==> config.mk <==
export PLATFORM = sky130hd
export DESIGN_NAME = isr_ctrl_regs
export DESIGN_NICKNAME = d
export VERILOG_FILES = /design/src/rtl/isr_pkg.sv /design/src/rtl/isr_mode_stack.sv /design/src/rtl/isr_pending_bits.sv /design/src/rtl/isr_ctrl_regs.sv
export SDC_FILE = /design/constraint.sdc
export NUM_CORES = 1
export LEC_CHECK = 0
export CORE_ASPECT_RATIO = 0.75
export CORE_MARGIN = 2
export CORE_UTILIZATION = 50
export DETAILED_ROUTE_END_ITERATION = 10
export DONT_BUFFER_PORTS = 1
export PLACE_DENSITY_LB_ADDON = 0.05
export RECOVER_POWER = 100
export SETUP_SLACK_MARGIN = 0.1
export SLEW_MARGIN = 0
export SYNTH_ARGS = -nofsm -noshare
export SYNTH_HDL_FRONTEND = slang
export SYNTH_SLANG_ARGS = --single-unit
==> constraint.sdc <==
create_clock -name clk -period 1.3 [get_ports clk]
set_clock_uncertainty 0.05 [all_clocks]
set_input_delay 0.065 -clock clk [delete_from_list [all_inputs] [get_ports clk]]
set_output_delay 0.065 -clock clk [all_outputs]
set_load 0.01 [all_outputs]
==> src/rtl/isr_pkg.sv <==
`timescale 1ns/1ps
package isr_pkg;
  localparam int REG_W    = 16;
  localparam int PAIR_W   = 2;
  localparam int CODE_LO  = 2;
  // mode/enable pair: upper bit = user mode, lower bit = enable
  typedef logic [PAIR_W-1:0] mode_pair_t;
  localparam mode_pair_t KERNEL_OFF = 2'b00;
endpackage

==> src/rtl/isr_mode_stack.sv <==
`timescale 1ns/1ps
module isr_mode_stack
  import isr_pkg::*;
#(
  parameter int LEVELS = 3,
  localparam int STK_W = LEVELS * PAIR_W
) (
  input  logic             clk,
  input  logic             rst_n,
  input  logic             push,
  input  logic             pop,
  input  logic             wr_en,
  input  logic [STK_W-1:0] wr_stack,
  output logic [STK_W-1:0] stack_q
);
  mode_pair_t lvl_q [LEVELS];

  // level 0 is current, LEVELS-1 is oldest
  for (genvar g = 0; g < LEVELS; g++) begin : g_lvl
    mode_pair_t from_below, from_above;
    if (g == 0) begin : g_bot
      assign from_below = KERNEL_OFF;
    end else begin : g_mid
      assign from_below = lvl_q[g-1];
    end
    if (g == LEVELS-1) begin : g_top
      assign from_above = lvl_q[g];
    end else begin : g_low
      assign from_above = lvl_q[g+1];
    end

    always_ff @(posedge clk) begin
      if (!rst_n)      lvl_q[g] <= KERNEL_OFF;
      else if (push)   lvl_q[g] <= from_below;
      else if (pop)    lvl_q[g] <= from_above;
      else if (wr_en)  lvl_q[g] <= wr_stack[g*PAIR_W +: PAIR_W];
    end

    assign stack_q[g*PAIR_W +: PAIR_W] = lvl_q[g];
  end
endmodule

==> src/rtl/isr_pending_bits.sv <==
`timescale 1ns/1ps
module isr_pending_bits #(
  parameter int HW_LINES = 6,
  parameter int SW_LINES = 2,
  localparam int PEND_W  = HW_LINES + SW_LINES
) (
  input  logic                clk,
  input  logic                rst_n,
  input  logic [HW_LINES-1:0] lines,
  input  logic                wr_en,
  input  logic [HW_LINES-1:0] clr_hw,
  input  logic [SW_LINES-1:0] set_sw,
  output logic [PEND_W-1:0]   pend_q
);
  // hardware bits in the upper part, software bits in the lower part
  for (genvar i = 0; i < HW_LINES; i++) begin : g_hw
    always_ff @(posedge clk) begin
      if (!rst_n) pend_q[SW_LINES+i] <= 1'b0;
      else        pend_q[SW_LINES+i] <= lines[i] |
                                        (pend_q[SW_LINES+i] & ~(wr_en & clr_hw[i]));
    end
  end

  for (genvar j = 0; j < SW_LINES; j++) begin : g_sw
    always_ff @(posedge clk) begin
      if (!rst_n)     pend_q[j] <= 1'b0;
      else if (wr_en) pend_q[j] <= set_sw[j];
    end
  end
endmodule

==> src/rtl/isr_ctrl_regs.sv <==
`timescale 1ns/1ps
module isr_ctrl_regs
  import isr_pkg::*;
#(
  parameter int HW_LINES = 6,
  parameter int SW_LINES = 2,
  parameter int CODE_W   = 4,
  parameter int LEVELS   = 3
) (
  input  logic                clk,
  input  logic                rst_n,
  input  logic [HW_LINES-1:0] irq_lines,
  input  logic                exc_valid,
  input  logic [CODE_W-1:0]   exc_code,
  input  logic                rfe_valid,
  input  logic                sw_wr,
  input  logic                sw_sel,
  input  logic [REG_W-1:0]    sw_wdata,
  output logic [REG_W-1:0]    sw_rdata,
  output logic                irq_req
);
  localparam int MASK_W  = HW_LINES + SW_LINES;
  localparam int MASK_LO = REG_W - MASK_W;
  localparam int HW_LO   = REG_W - HW_LINES;
  localparam int STK_W   = LEVELS * PAIR_W;

  logic [MASK_W-1:0] mask_q;
  logic [CODE_W-1:0] code_q;
  logic [STK_W-1:0]  stack_q;
  logic [MASK_W-1:0] pend_q;
  logic              st_wr, cs_wr;
  logic [REG_W-1:0]  status_w, cause_w;

  assign st_wr = sw_wr & ~sw_sel & ~exc_valid & ~rfe_valid;
  assign cs_wr = sw_wr & sw_sel;

  isr_mode_stack #(.LEVELS(LEVELS)) u_stack (
    .clk      (clk),
    .rst_n    (rst_n),
    .push     (exc_valid),
    .pop      (rfe_valid),
    .wr_en    (st_wr),
    .wr_stack (sw_wdata[STK_W-1:0]),
    .stack_q  (stack_q)
  );

  isr_pending_bits #(.HW_LINES(HW_LINES), .SW_LINES(SW_LINES)) u_pend (
    .clk    (clk),
    .rst_n  (rst_n),
    .lines  (irq_lines),
    .wr_en  (cs_wr),
    .clr_hw (sw_wdata[HW_LO +: HW_LINES]),
    .set_sw (sw_wdata[MASK_LO +: SW_LINES]),
    .pend_q (pend_q)
  );

  always_ff @(posedge clk) begin
    if (!rst_n) begin
      mask_q <= '0;
      code_q <= '0;
    end else begin
      if (st_wr)     mask_q <= sw_wdata[MASK_LO +: MASK_W];
      if (exc_valid) code_q <= exc_code;
    end
  end

  always_comb begin
    status_w = '0;
    status_w[MASK_LO +: MASK_W] = mask_q;
    status_w[0 +: STK_W]        = stack_q;
    cause_w  = '0;
    cause_w[MASK_LO +: MASK_W]  = pend_q;
    cause_w[CODE_LO +: CODE_W]  = code_q;
  end

  assign sw_rdata = sw_sel ? cause_w : status_w;
  assign irq_req  = stack_q[0] & (|(mask_q & pend_q));

  logic unused_wbits;
  assign unused_wbits = ^sw_wdata[MASK_LO-1:STK_W];
endmodule

==> impl_metrics.tcl <==
set metrics [dict create \
    finalWorstSetupSlack_ns 0.0913 \
    internal_power_contribution_mw 1.14 \
    worstSetupStartpoint "mask_q[1]$_SDFFE_PN0P_" \
    finalSetupTns_ns 0 \
    via_per_inst 5.55 \
    holdBufCountCts 11 \
    r2r-end "u_stack.lvl_q[1][0]$_DFFE_PP_" \
    synth_top_cell_area_share 0.300 \
    finish.net_count 178 \
    synth-seq-area-share 0.435 \
    worst_setup_path_end_kind "output port" \
    r2r_start "u_stack.lvl_q[2][0]$_SDFFCE_PN0P_" \
    rrSetupSlack_ns 0.12 \
    worst_ep_arrival_time_ns 1.09 \
    port-buffer-count 0 \
    syn_to_final_growth_pct 12.2 \
    grt_setup_unrepaired "yes" \
    layout_cells_sized_above_1 0.103 \
    cp_data_required_time_ns 1.19 \
    syn_area_um2 1330 \
    mean_syn_cell_area_um2 9.74 \
    drt.antenna.violating_nets 0 \
    worstSetupPathType "flip-flop to output port" \
    holdWs_ns -0.186 \
    timing.critical_path.slowest_cell_delay_ns 0.35 \
    worst_setup_hold_path_clk_slew_ns 0.14 \
    crit_chain "a22oi_2 -> a41oi_2" \
    yosysWarnings 0 \
    max_clock_freq_ghz 0.827 \
    synthArstFlopShare 0 \
    cp_slowest_cell "sky130_fd_sc_hd__dfxtp_2" \
    cp_num_cells 2 \
    cts_num_sinks 26 \
    hold_viol 28 \
    power.switching_fraction 0.229 \
    synth_top_cell_by_area "sky130_fd_sc_hd__dfxtp_1" \
    insertion_delay_to_the_later_sink_of_the_worst_skew_pair_ns 0.32 \
    first_global_vias 971 \
    detail_route.wirelength_mm 2.77 \
    fp.dieW_um 63.6 \
    netSwitchingPower_uw 337 \
    critical_path.endpoint "irq_req" \
    vias 1005 \
    maximum_number_of_pins_on_one_net_before_global_route_repair 29 \
    ys_types 25 \
    htree_depth 1 \
    placementRows 16 \
    worst_path_dominant_cell_family "compound AO/OA/AOI/OAI gates" \
    ios 49 \
    power_per_cell_area_nw_per_um2 985 \
    place.detailed.hpwl_mm 1.87 \
    worst-slew-pin-transition_ns 0.561 \
    post-route-period-util 0.930 \
    combPwrFrac 0.113 \
    synth.top_cells.by_count "sky130_fd_sc_hd__nand2_1 (21), sky130_fd_sc_hd__dfxtp_1 (20), sky130_fd_sc_hd__nor2b_1 (16)" \
    vdd.ir_drop.worst_v 0.000748 \
    worst-path-max-fanout 3 \
    timing.reg2reg.worst_path_depth 3 \
    die_area_um2 3100 \
    post-synth-top-count-cell "sky130_fd_sc_hd__nand2_1" \
    drv.max_cap_violation_count 0 \
    fp.coreArea_um2 2580 \
    initial_core_util 0.516 \
    synthCells 137 \
    clock_power_share 0.277 \
    tritoncts "yes" \
    synth_top_cells_by_area "sky130_fd_sc_hd__dfxtp_1 (30%), sky130_fd_sc_hd__edfxtp_1 (14%), sky130_fd_sc_hd__mux2_2 (10%)" \
    synth-edff-count 6 \
    grt_antenna_before_repair 0 \
    tritoncts.num_buffers 3 \
    synth-seq-cells 26 \
    power.static_leakage_nw 0.541 \
    routabilityCongestion 0.788 \
    timing.final.setup_violations 0 \
    violations "negative hold slack" \
    drtIter0Drc 53 \
    timing.critical_path.buf_inv 0 \
    drt-pass1-iter-count 4 \
    drt-wirelength-per-cell_um 15.3 \
    cp-start-kind "flip-flop" \
    post-route-min-period_ns 1.21 \
    wire_length_of_the_first_global_routing_pass_mm 4.65 \
    p_seq_frac 0.610 \
    timing.slew.headroom 0.624 \
    antenna_cells_inserted 0 \
    synth_ff_type "sky130_fd_sc_hd__dfxtp_1" \
    cts.root.buffer_cell "sky130_fd_sc_hd__clkbuf_4" \
    final_max_slew_viol_count 0 \
    status "finished with violations" \
    post-route-drc-count 0 \
    dp_worst_setup_slack_ns 0.126 \
    chipHeight_um 48.7 \
    worstHoldPathType "input port to flip-flop" \
    clockBufferDepth 2 \
    fillerInstances 237 \
    grt_usage 0.192 \
    overflow 0 \
]
-- area by class of cell --
type	count	area [um2]	area share
inverter	1	3.75	0.00251
multi-input combinational	100	709	0.474
tap	36	45.0	0.0301
clock buffer	4	36.3	0.0242
timing repair buffer	14	119	0.0794
sequential	26	583	0.390
-- how the worst min path moves through the flow --
stage / startpoint / to / slack [ns] / depth (start not counted)
global placement: sw_sel / sw_rdata[1] / 0.13 / 1
detailed placement: sw_sel / sw_rdata[1] / 0.13 / 1
finish: rst_n / u_pend.pend_q[2]$_SDFF_PN0_ / -0.19 / 1
global route: rst_n / mask_q[1]$_SDFFE_PN0P_ / -0.23 / 1
floorplan: sw_wdata[8] / mask_q[0]$_SDFFE_PN0P_ / 0.15 / 2
CTS: rst_n / u_pend.pend_q[2]$_SDFF_PN0_ / -0.20 / 1
-- worst reg2reg max path, stage by stage (launching register included) --
cell and delay, ns:
sky130_fd_sc_hd__edfxtp_1 0.44, sky130_fd_sc_hd__and3b_1 0.19, sky130_fd_sc_hd__a221oi_1 0.20, sky130_fd_sc_hd__nor2b_1 0.07
-- per-stage QoR --
stage                     hold WS (ns)  std cells  power, mW   util  area [um2]
after CTS                       -0.196        182       1.51  0.588        1520
after floorplan                  0.150        138       1.07      -        1350
after detailed placement         0.133        165       1.05  0.514        1330
after global placement           0.135        165       1.05  0.514        1330
after global routing            -0.225        181       1.55  0.579        1500
final                           -0.186        181       1.47  0.579        1500
-- layout by cell type, fill, tap and decap left out, drive strengths merged --
master / count
clkbuf: 8
nand2: 21
a21boi: 12
or4b: 1
nor4b: 1
a21oi: 6
a221oi: 2
nor2b: 16
nand3: 9
nor2: 2
conb: 2
a41oi: 1
and3b: 2
mux2i: 4
a22oi: 6
dlygate4sd3: 10
edfxtp: 6
o21ai: 2
nand3b: 1
inv: 1
dfxtp: 20
mux2: 12
-- state kept, by name, indices dropped and copies added, names as in the netlist --
signal and count:
code_q 4, u_stack.lvl_q 6, u_pend.pend_q 8, mask_q 8
-- routing by layer --
layer / GRT usage / share of wire / up-vias
li1: - / - / 493
met1: 0.270 / 0.48 / 474
met2: 0.289 / 0.45 / 36
met3: 0.0674 / 0.064 / 2
met4: 0.0326 / 0.0054 / 0
met5: 0 / 0 / -
-- power groups by stage --
stage | registers (mW) | clock network [mW] | logic [mW]
after global routing | 0.906 | 0.464 | 0.183
after global placement | 0.913 | 0 | 0.136
after floorplan | 0.905 | 0 | 0.161
after detailed placement | 0.914 | 0 | 0.139
final | 0.899 | 0.409 | 0.166
after CTS | 0.898 | 0.428 | 0.180
-- kinds of logic after synthesis --
group | share of synthesized area
AND/OR/NAND/NOR | 0.220
AO/OA/AOI/OAI | 0.151
flip-flops | 0.435
multiplexers | 0.131
buffers and inverters | 0.0591
other | 0.00281
-- repair_timing --
item	4_1_cts	5_1_grt
setup endpoints to repair	4	8
resized for setup	7	6
endpoints found under the hold margin	32	32
pin swaps	2	0
setup buffers	2	0
Note: power is estimated with default switching activity, not from simulation.
